===== src/rtl/wstep_pkg.sv =====
`timescale 1ns/1ps
package wstep_pkg;

  typedef enum logic [2:0] {
    ST_IDLE,
    ST_SEL,
    ST_DIR,
    ST_HI,
    ST_LO,
    ST_REL,
    ST_DESEL
  } wstep_state_e;

  function automatic int unsigned umax(input int unsigned a, input int unsigned b);
    return (a > b) ? a : b;
  endfunction

endpackage


===== src/rtl/wstep_timer.sv =====
`timescale 1ns/1ps
module wstep_timer #(
  parameter int unsigned CNT_W = 8
) (
  input  logic             clk,
  input  logic             rst,
  input  logic             load,
  input  logic [CNT_W-1:0] load_val,
  output logic             expired
);
  logic [CNT_W-1:0] cnt;

  always_ff @(posedge clk) begin
    if (rst)              cnt <= '0;
    else if (load)        cnt <= load_val;
    else if (cnt != '0)   cnt <= cnt - 1'b1;
  end

  assign expired = (cnt == '0);
endmodule


===== src/rtl/wstep_pos.sv =====
`timescale 1ns/1ps
module wstep_pos #(
  parameter int unsigned POS_W    = 5,
  parameter int unsigned INIT_POS = 16
) (
  input  logic             clk,
  input  logic             rst,
  input  logic             step,
  input  logic             up,
  output logic [POS_W-1:0] pos
);
  localparam logic [POS_W-1:0] TOP_TAP  = '1;
  localparam logic [POS_W-1:0] INIT_TAP = POS_W'(INIT_POS);

  always_ff @(posedge clk) begin
    if (rst) begin
      pos <= INIT_TAP;
    end else if (step) begin
      if (up && pos != TOP_TAP)     pos <= pos + 1'b1;
      else if (!up && pos != '0)    pos <= pos - 1'b1;
    end
  end
endmodule


===== src/rtl/wstep_seq.sv =====
`timescale 1ns/1ps
module wstep_seq
  import wstep_pkg::*;
#(
  parameter int unsigned POS_W    = 5,
  parameter int unsigned INIT_POS = 16,
  parameter int unsigned STEP_W   = 6,
  parameter int unsigned T_CS     = 25,
  parameter int unsigned T_DI     = 25,
  parameter int unsigned T_HI     = 250,
  parameter int unsigned T_LO     = 250,
  parameter int unsigned T_IC     = 250,
  parameter int unsigned T_ST     = 2500000,
  parameter int unsigned T_CPH    = 63
) (
  input  logic                     clk,
  input  logic                     rst,
  input  logic                     cmd_valid,
  input  logic signed [STEP_W-1:0] cmd_steps,
  input  logic                     cmd_save,
  output logic                     cs_n,
  output logic                     ud,
  output logic                     inc,
  output logic                     busy,
  output logic                     done,
  output logic [POS_W-1:0]         pos
);
  localparam int unsigned T_MAX = umax(umax(umax(T_CS, T_DI), umax(T_HI, T_LO)),
                                       umax(umax(T_IC, T_ST), T_CPH));
  localparam int unsigned CNT_W = $clog2(T_MAX + 1);

  wstep_state_e      state, nxt;
  logic [STEP_W-1:0] rem_q;
  logic [STEP_W-1:0] cmd_mag;
  logic              save_q, dir_q;
  logic              noop, accept;
  logic              ld, step_en, tmr_zero;
  logic [CNT_W-1:0]  ldv;

  assign cmd_mag = cmd_steps[STEP_W-1] ? (~cmd_steps + 1'b1) : cmd_steps;
  assign noop    = (cmd_mag == '0) && !cmd_save;
  assign accept  = (state == ST_IDLE) && cmd_valid && !noop;

  always_comb begin
    nxt     = state;
    ld      = 1'b0;
    ldv     = '0;
    step_en = 1'b0;
    case (state)
      ST_IDLE: if (accept) begin
        nxt = ST_SEL; ld = 1'b1; ldv = CNT_W'(T_CS - 1);
      end
      ST_SEL: if (tmr_zero) begin
        nxt = ST_DIR; ld = 1'b1; ldv = CNT_W'(T_DI - 1);
      end
      ST_DIR, ST_LO: if (tmr_zero) begin
        ld = 1'b1;
        if (rem_q != '0) begin nxt = ST_HI;  ldv = CNT_W'(T_HI - 1); end
        else             begin nxt = ST_REL; ldv = CNT_W'(T_IC - 1); end
      end
      ST_HI: if (tmr_zero) begin
        nxt = ST_LO; ld = 1'b1; ldv = CNT_W'(T_LO - 1); step_en = 1'b1;
      end
      ST_REL: if (tmr_zero) begin
        nxt = ST_DESEL; ld = 1'b1;
        ldv = save_q ? CNT_W'(T_ST - 1) : CNT_W'(T_CPH - 1);
      end
      ST_DESEL: if (tmr_zero) nxt = ST_IDLE;
      default: nxt = ST_IDLE;
    endcase
  end

  always_ff @(posedge clk) begin
    if (rst) begin
      state  <= ST_IDLE;
      rem_q  <= '0;
      save_q <= 1'b0;
      dir_q  <= 1'b1;
      cs_n   <= 1'b1;
      inc    <= 1'b1;
      ud     <= 1'b1;
      busy   <= 1'b0;
      done   <= 1'b0;
    end else begin
      state <= nxt;
      if (accept) begin
        rem_q  <= cmd_mag;
        save_q <= cmd_save;
        dir_q  <= ~cmd_steps[STEP_W-1];
      end else if (step_en) begin
        rem_q <= rem_q - 1'b1;
      end
      cs_n <= (nxt == ST_IDLE) || (nxt == ST_DESEL);
      case (nxt)
        ST_LO:           inc <= 1'b0;
        ST_REL, ST_DESEL: inc <= save_q;
        default:         inc <= 1'b1;
      endcase
      if (nxt == ST_DIR && state != ST_DIR) ud <= dir_q;
      busy <= (nxt != ST_IDLE);
      done <= ((state != ST_IDLE) && (nxt == ST_IDLE)) ||
              ((state == ST_IDLE) && cmd_valid && noop);
    end
  end

  wstep_timer #(.CNT_W(CNT_W)) u_timer (
    .clk(clk), .rst(rst), .load(ld), .load_val(ldv), .expired(tmr_zero)
  );

  wstep_pos #(.POS_W(POS_W), .INIT_POS(INIT_POS)) u_pos (
    .clk(clk), .rst(rst), .step(step_en), .up(dir_q), .pos(pos)
  );
endmodule


===== config.mk =====
export PLATFORM = sky130hd
export DESIGN_NAME = wstep_seq
export DESIGN_NICKNAME = d
export VERILOG_FILES = /design/src/rtl/wstep_pkg.sv /design/src/rtl/wstep_timer.sv /design/src/rtl/wstep_pos.sv /design/src/rtl/wstep_seq.sv
export SDC_FILE = /design/constraint.sdc
export NUM_CORES = 1
export LEC_CHECK = 0
export CORE_ASPECT_RATIO = 0.6
export CORE_MARGIN = 2
export CORE_UTILIZATION = 52
export DETAILED_ROUTE_END_ITERATION = 8
export HOLD_SLACK_MARGIN = 0.1
export PLACE_DENSITY = 0.75
export REMOVE_ABC_BUFFERS = 1
export SLEW_MARGIN = 5
export SYNTH_ARGS = -nofsm -noshare
export SYNTH_HDL_FRONTEND = slang
export SYNTH_SLANG_ARGS = --single-unit

===== constraint.sdc =====
create_clock -name clk -period 2.7 [get_ports clk]
set_input_delay 0.54 -clock clk [delete_from_list [all_inputs] [get_ports clk]]
set_output_delay 0.54 -clock clk [all_outputs]
set_load 0.02 [all_outputs]

* Word level (Yosys, flattened, before mapping) *
Index checks and enable logic that the tools add are counted.
Widths: inputs -> output; s select.

operators by class
  add/subtract/negate cells = 5
  multiply operators = 0
  divide/modulo/power cells = 0
  magnitude comparators = 0
  equal/unequal tests = 12
  shift operators = 0
  mux-type cells = 26
  bitwise operators = 2
  reduce and logical (&&, ||, !) cells = 30

operator list
  kind                   number
  $mux 22                4
  $pmux 22 s4            1
  $logic_not 22->1       1
  $reduce_bool 22->1     1
  $sub 22x1->22 const B  1
  $mux 3                 7
  $mux 5                 4
  $eq 3x3->1 const B     6
  $mux 6                 3
  $pmux 3 s6             1
  $eq 3x2->1 const B     3
  $logic_and 1x1->1      8
  $mux 8                 1
  $add 6x1->6 const B    1
  $logic_not 3->1        2
  $logic_not 6->1        1
  $not 6->6              1
  $reduce_bool 2->1      3
  $reduce_bool 3->1      2
  $reduce_bool 6->1      1
  $sub 6x1->6 const B    1
  $add 5x1->5 const B    1
  $ne 5x5->1 const B     1
  $reduce_bool 5->1      1
  12 further kinds       19

word-level totals
  register bits after elaboration = 43
  latch bits = 0
  memory bits (writable) = 0
  ROM bits = 0
  input port bits = 10
  output and inout bits = 10
  word-level logic and storage cells = 86
  memories kept = 0

* Longest topological paths before layout *
Gate-level depths: netlist (run 1).

  depth after elaboration = 12
  gate-level depth with buffers = 10
  depth with buffers taken out = 9

* Modules after synthesis *
A second synthesis (run 1) with hierarchy kept.

unflattened totals
  cell total of the unflattened synthesis = 323
  area, all modules = 2678.8 um^2

modules (own cells, without submodules)
  module       times used  cells an instance  area an instance (um^2)  sequential area each (um^2)
  wstep_timer  1           146                1212.4                   440.4
  wstep_seq    1           130                1069.8                   320.3
  wstep_pos    1           47                 396.6                    100.1

* Worst setup path before layout (run 1) *
Ideal clock, no wire load.

  path kind = in2reg
  start = input cmd_steps[0]
  end = register dir_q
  setup time = 0.120 ns
  arrival time = 2.576 ns
  required time = 2.580 ns
  setup slack = 0.004 ns
  cell stages on the path = 9
  path buffers = 1
  cell sequence = inv_1 ha_1 mux2_2 or3_1 or3_1 o311ai_2 buf_4 nor2_1 a211o_1

between the ends
  longest elaborated chain between the ends = 7

ends and longest elaborated chain
  what                    RTL line         source
  start: declaration      wstep_seq.sv:19  input logic signed [STEP_W-1:0] cmd_steps,
  $not 6->6               wstep_seq.sv:40  assign cmd_mag = cmd_steps[STEP_W-1] ? (~cmd_steps + 1'b1) : cmd_steps;
  $add 6x1->6             wstep_seq.sv:40
  $mux 6 *                wstep_seq.sv:40
  $logic_not 6->1 *       wstep_seq.sv:41  assign noop = (cmd_mag == '0) && !cmd_save;
  $logic_and 1x1->1 *     wstep_seq.sv:41
  $logic_not 1->1 *       wstep_seq.sv:42  assign accept = (state == ST_IDLE) && cmd_valid && !noop;
  $logic_and 1x1->1 *     wstep_seq.sv:42
  end signal: assignment  wstep_seq.sv:89  dir_q <= ~cmd_steps[STEP_W-1];
  end: declaration        wstep_seq.sv:35  logic save_q, dir_q;

Mark *: on every way between the ends. The rest lies on a longest branch, timed or not.
A chain may end at the register's enable or synchronous reset.

* Worst setup path in the final report (run 1) *
  start = input cmd_steps[0]
  end = register u_timer.cnt[21]

between the ends
  longest elaborated chain between the ends = 10
  elaborated cells on any way between the ends = 11
  classes of those cells = add/sub: 1; mux: 4; bitwise: 1; reduce/logical: 5

ends and longest elaborated chain
  what                                                 RTL line           source
  $not 6->6                                            wstep_seq.sv:40
  $add 6x1->6                                          wstep_seq.sv:40
  $mux 6 *                                             wstep_seq.sv:40
  $logic_not 6->1 *                                    wstep_seq.sv:41
  $logic_and 1x1->1 *                                  wstep_seq.sv:41
  $logic_not 1->1 *                                    wstep_seq.sv:42
  $logic_and 1x1->1 *                                  wstep_seq.sv:42
  $mux 1 *                                             wstep_seq.sv:50    ST_IDLE: if (accept) begin
  $pmux 1 s2 *                                         wstep_seq.sv:49    case (state)
  $mux 22 / $reduce_bool 2->1 (equally long branches)  --
  end signal: assignment                               wstep_timer.sv:15  else if (load) cnt <= load_val;
  end signal: assignment                               wstep_timer.sv:16  else if (cnt != '0) cnt <= cnt - 1'b1;
  end: declaration                                     wstep_timer.sv:11  logic [CNT_W-1:0] cnt;

Marks and branches as above.

==> flow_metrics.tcl, run 1 <==
set metrics [dict create \
    cp-end-kind "flip-flop" \
    relSlewSlack_pct 48.2 \
    clkTransAtPathRegs_ns 0.08 \
    holdBufCountCts 0 \
    cpMostUsedCell "buf_6" \
    p_leak_nw 1.23 \
    globalplace.congestion 0.868 \
    synthArstFlopShare_pct 0 \
    via_per_inst 5.90 \
    io_buffers 19 \
    finalInstanceArea_um2 3120 \
    worstPathRequired_ns 2.92 \
    place_area_um2 2910 \
    initialDrtViolationCount 191 \
    cts_sinks 43 \
    die-height_um 57.8 \
    grt_usage_pct 25.1 \
    worst_slew_pin_slew_ns 0.771 \
    synth-edff-count 0 \
    multiInputGateArea_um2 1610 \
    num_rows 19 \
    cts_inserted_buffers 5 \
    worstPathCellList "clkdlybuf4s15_2 > inv_2 > ha_4 > mux2_4 > or3_1 > or3_4 > o311ai_4 > buf_6 > buf_6 > nand3_2 > a31oi_1" \
    slowest_stage "or3_4" \
    grt-ovfl-total 0 \
    synth_area_leaders "dfxtp_1 (34%), nor2_1 (5.2%), xnor2_1 (5.2%)" \
    cts_tree "done" \
    insertion_delay_ns 0.30 \
    peakVddDrop_mv 0.645 \
    fin_nets 362 \
    core_area_um2 4610 \
    period_share_pct 96.6 \
    grt.busiest_layer "met1" \
    synth_warnings 0 \
    detail-route-antenna-nets 0 \
    period_needed_ns 2.61 \
    rr_worst_depth 7 \
    use_met2_pct 36.2 \
    drv_cap 0 \
    antenna_found_initial 0 \
    holdWs_ns 0.515 \
    die-area_um2 5410 \
    worstPathMaxFanout 5 \
    final-hold-violation-count 0 \
    cp.depth 11 \
    status "finished clean" \
    dp_hpwl_mm 4.74 \
    synth_area_per_cell_um2 8.30 \
    fill_cells 384 \
    num_vias 2409 \
    yosys.cell_types.count 58 \
    rsz0062_at_grt "no" \
    met1_usage_pct 37.5 \
    hold_class "flip-flop to flip-flop" \
    synth_most_common_cell "dfxtp_1" \
    crit_type "primary input to flip-flop" \
    syn_inst 302 \
    dr.pass1.iters 5 \
    ios 20 \
    setup_tns_ns 0 \
    fin_cells 408 \
    grt_use_met3_pct 7.02 \
    cts_buffer_depth 2 \
    path_buf_inv 4 \
    root_buffer "clkbuf_8" \
    setup-violations-final 0 \
    drive_above_1_share_pct 19.1 \
    drc_errors 0 \
    placed_cells 397 \
    slew_violations 0 \
    fin_worst_skew_ns 0.0130 \
    crit_family "simple AND/OR/NAND/NOR gates" \
    synth.top_cells.by_count "dfxtp_1 (43), nor2_1 (35), nand2_1 (26), a21oi_1 (23)" \
    routed_wl_mm 6.52 \
    critPathArrivalTime_ns 2.83 \
    die_x_um 93.6 \
    first_global_vias 2195 \
    ctsHtreeMaxLevel 2 \
    ys_seq_area_share_pct 34.3 \
    seq_area_um2 861 \
    power.density_nw_per_um2 1180 \
    grt_max_degree 16 \
    critPathMaxStageDelay_ns 0.37 \
    ff2ff_setup_slack_ns 0.21 \
    start_kind "primary input" \
    ys.flop_type "dfxtp_1" \
    antenna_cells 0 \
    ys_ff_latch 43 \
    synth_area_um2 2510 \
    start_util_pct 54.3 \
    yosysTopAreaCellShare_pct 34.3 \
    grt_pass1_wl_mm 10.5 \
    synth_top_cell_by_area "dfxtp_1" \
    syn_to_final_growth_pct 24.3 \
    holdPathStages 2 \
    wire_per_inst_um 16.0 \
    fmax_mhz 383 \
]
-- worst min-delay path: stages (launching register included) --
cell and delay (ns):
dfxtp_1 0.35, inv_1 0.06, a211oi_1 0.06
-- through the flow --
step | total power [W] | setup WS (ns) | utilization (%)
final | 0.00368 | 0.0917 | 67.6
after global placement | 0.00300 | -0.579 | 63.2
after global routing | 0.00393 | 0.0266 | 67.6
after CTS | 0.00358 | -0.00350 | 66.5
after detailed placement | 0.00304 | -0.650 | 63.2
after floorplan | 0.00241 | -0.882 | -
-- final cells by class --
class,count,share of cell area (%)
Clock buffer,6,2.33
Clock inverter,1,0.964
Inverter,9,1.08
Multi-Input combinational cell,237,51.8
Sequential cell,43,27.6
Tap cell,63,2.53
Timing Repair Buffer,49,13.7
-- per-layer routing --
metal / vias up / wire [µm]
met2: 102 / 2700
li1: 1165 / -
met1: 1132 / 3260
met3: 10 / 491
met5: - / 0
met4: 0 / 73
-- state kept, by name, indices dropped and copies added, names as in the netlist --
signal	cells
u_pos.pos	5
inc	1
ud	1
dir_q	1
rem_q	6
state	3
busy	1
save_q	1
cs_n	1
u_timer.cnt	22
done	1
-- path summary, 6_finish.rpt --
kind / to / start
worst max-delay path: u_timer.cnt[21] / cmd_steps[0]
worst min register to register: u_timer.cnt[8] / u_timer.cnt[8]
worst min-delay path: u_timer.cnt[8] / u_timer.cnt[8]
worst max register to register: rem_q[5] / u_timer.cnt[17]
-- cells in the final DEF (no fill, tap or decap), types with 8 or more instances in the layout --
cell type | Yosys | final
a211oi_1 | 9 | 9
a21oi_1 | 23 | 23
buf_4 | 2 | 26
clkdlybuf4s50_1 | 0 | 16
dfxtp_1 | 43 | 43
inv_1 | 9 | 8
nand2_1 | 26 | 26
nand3_1 | 15 | 14
nor2_1 | 35 | 35
nor3_1 | 11 | 11
o21ai_0 | 11 | 11
xnor2_1 | 15 | 15
xor2_1 | 12 | 12
-- report_power, final --
part	switching, W	leakage [nW]	internal [W]
clock	0.000221	0.0513	0.000271
combinational	0.00121	0.828	0.000970
sequential	0.000200	0.352	0.000813
-- cell families (layout without fill, tap and decap cells) --
| group | count (synthesis) | after routing | share of synthesized area [%] |
|---|---|---|---|
| multiplexers | 3 | 3 | 1.25 |
| AO/OA/AOI/OAI | 67 | 67 | 17.1 |
| flip-flops | 43 | 43 | 34.3 |
| adder cells (fa/ha/maj) | 8 | 8 | 4.19 |
| AND/OR/NAND/NOR | 132 | 132 | 29.6 |
| buffers and inverters | 22 | 65 | 4.04 |
| XOR/XNOR | 27 | 27 | 9.44 |
-- repair_timing --
item | 4_1_cts | 5_1_grt
cloned | 2 | 0
pin swaps | 6 | 7
gates resized for setup | 15 | 10
endpoints found under the setup margin | 34 | 30
buffers inserted | 1 | 1
Power figures use the tool's default switching activity.
==> run 2, diff against run 1 <==
clock period = 2.35 ns   (was 2.7 ns; I/O delays follow)
==> run 2 against run 1 <==
The run now ends with negative setup slack left. First-iteration DRC count is 7.3% higher. Total power grew 26%. Cell count is 5.9% higher. Critical path depth stayed put. Worst hold slack better by 0.023 ns. Final area up 11%. Combinational power grew 38%. Critical endpoint is now dir_q.
==> flow_metrics.tcl, run 2 (synthesis gave the netlist of run 1 again) <==
set metrics [dict create \
    status "finished, violations left" \
    violations "negative setup slack" \
    largest_register "u_timer.cnt" \
    holdBufCountCts 0 \
    power.internal_w 0.00255 \
    antenna_cells 0 \
    grt-ovfl-total 0 \
    die-area_um2 5410 \
    worstPathRequired_ns 2.54 \
    worst_slack_ns -0.0628 \
    wire_per_inst_um 17.0 \
    relSlewSlack_pct 46.7 \
    drv_cap 0 \
    power.density_nw_per_um2 1350 \
    fin_worst_skew_ns 0.0124 \
    antenna_found_initial 0 \
    holdPathStages 2 \
    setup_tns_ns -0.294 \
    io_buffers 19 \
    min_from "ud" \
    globalplace.congestion 0.890 \
    cts_tree "done" \
    root_buffer "clkbuf_8" \
    fin_nets 385 \
    grt_usage_pct 28.2 \
    routed_wl_mm 7.34 \
    hold_class "flip-flop to flip-flop" \
    clkTransAtPathRegs_ns 0.09 \
    holdWs_ns 0.539 \
    cts_buffer_depth 2 \
    r2r-start "u_timer.cnt[7]" \
    num_vias 2596 \
    top_regs "u_timer.cnt (22), rem_q (6), u_pos.pos (5)" \
    start_kind "primary input" \
    dp_hpwl_mm 4.95 \
    cts_inserted_buffers 5 \
    core_area_um2 4610 \
    worst_slew_pin_slew_ns 0.793 \
    final_common_cell "buf_4" \
    start_util_pct 54.3 \
    final-hold-violation-count 0 \
    via_per_inst 6.01 \
    detail-route-antenna-nets 0 \
    ios 20 \
    initialDrtViolationCount 205 \
    combPwrFrac_pct 64.8 \
    critPathArrivalTime_ns 2.60 \
    setup-violations-final 16 \
    cp-end-kind "flip-flop" \
    final_cell_mix "buf_4 (46), dfxtp_1 (43), nor2_1 (29)" \
    grt_max_degree 15 \
    fin_cells 432 \
    switching_power_w 0.00210 \
    slew_violations 0 \
    ctsHtreeMaxLevel 2 \
    worstPathMaxFanout 8 \
    dr.pass1.iters 5 \
    largest_reg_flops 22 \
    period_needed_ns 2.41 \
    die_x_um 93.6 \
    rr_worst_depth 6 \
    hold_end "ud" \
    insertion_delay_ns 0.30 \
    peakVddDrop_mv 1.03 \
    dp_slack_ns -0.926 \
    swShare_pct 45.2 \
    grt_pass1_wl_mm 11.8 \
    first_global_vias 2462 \
    die-height_um 57.8 \
    p_clk_share_pct 10.9 \
    seqPwrFrac_pct 24.3 \
    rsz0062_at_grt "yes" \
    p_leak_nw 1.37 \
    period_share_pct 103 \
    ff2ff_setup_slack_ns -0.02 \
    drive_above_1_share_pct 30.9 \
    crit_type "primary input to flip-flop" \
    placed_cells 414 \
    syn_to_final_growth_pct 37.4 \
    worst_r2r_endpoint "u_timer.cnt[19]" \
    fmax_mhz 414 \
    num_rows 19 \
    cts_sinks 43 \
    drc_errors 0 \
]
run 2: final cells by class:
| type | instances | area, µm² |
|---|---|---|
| fill | 343 | 1170 |
| inverter | 9 | 38.8 |
| multi-input combinational | 237 | 1740 |
| clock buffer | 6 | 82.6 |
| timing repair buffer | 72 | 623 |
| clock inverter | 2 | 16.3 |
| tap | 63 | 78.8 |
| sequential | 43 | 861 |
run 2: power by group through the flow:
stage	sequential (W)	clock (W)	combinational, W
floorplan	0.00114	0	0.00163
global placement	0.00112	0	0.00246
detailed placement	0.00113	0	0.00252
CTS	0.00112	0.000505	0.00270
global route	0.00115	0.000540	0.00324
finish	0.00113	0.000508	0.00301
run 2: metrics by stage:
| stage | util [%] | cell area [µm²] | total power, W |
|---|---|---|---|
| after floorplan | - | 2440 | 0.00277 |
| after global placement | 65.9 | 3040 | 0.00358 |
| after detailed placement | 65.9 | 3040 | 0.00364 |
| after CTS | 72.2 | 3330 | 0.00432 |
| after global routing | 74.7 | 3440 | 0.00494 |
| final | 74.7 | 3440 | 0.00465 |
run 2: worst max path at each step:
stage	start	end	cells past startpoint
after floorplan	cmd_steps[0]	inc	8
after global routing	cmd_steps[0]	u_timer.cnt[8]	11
after CTS	cmd_steps[1]	dir_q	11
final	cmd_steps[0]	dir_q	11
after detailed placement	cmd_steps[1]	dir_q	10
after global placement	cmd_steps[0]	dir_q	10
run 2: timing repair:
item,4_1_cts,5_1_grt
resized for setup,41,22
endpoints found under the setup margin,35,34
cloned,1,0
setup buffers,7,2
endpoints found under the hold margin,0,0
pin swaps,15,18
run 2: per-layer routing:
| layer | track usage [%] | vias to the layer above | routed length, µm |
|---|---|---|---|
| met5 | 0 | - | 0 |
| li1 | - | 1210 | - |
| met3 | 6.11 | 15 | 671 |
| met4 | 6.63 | 0 | 108 |
| met2 | 43.0 | 122 | 3220 |
| met1 | 41.3 | 1249 | 3330 |
run 2: worst max-delay path, cell delays in order:
cell	delay, ns
buf_8	0.10
inv_4	0.05
ha_4	0.19
mux2_4	0.26
or3_1	0.31
or3_4	0.37
o311ai_4	0.27
buf_6	0.17
buf_6	0.13
nor2_2	0.04
a211o_1	0.22
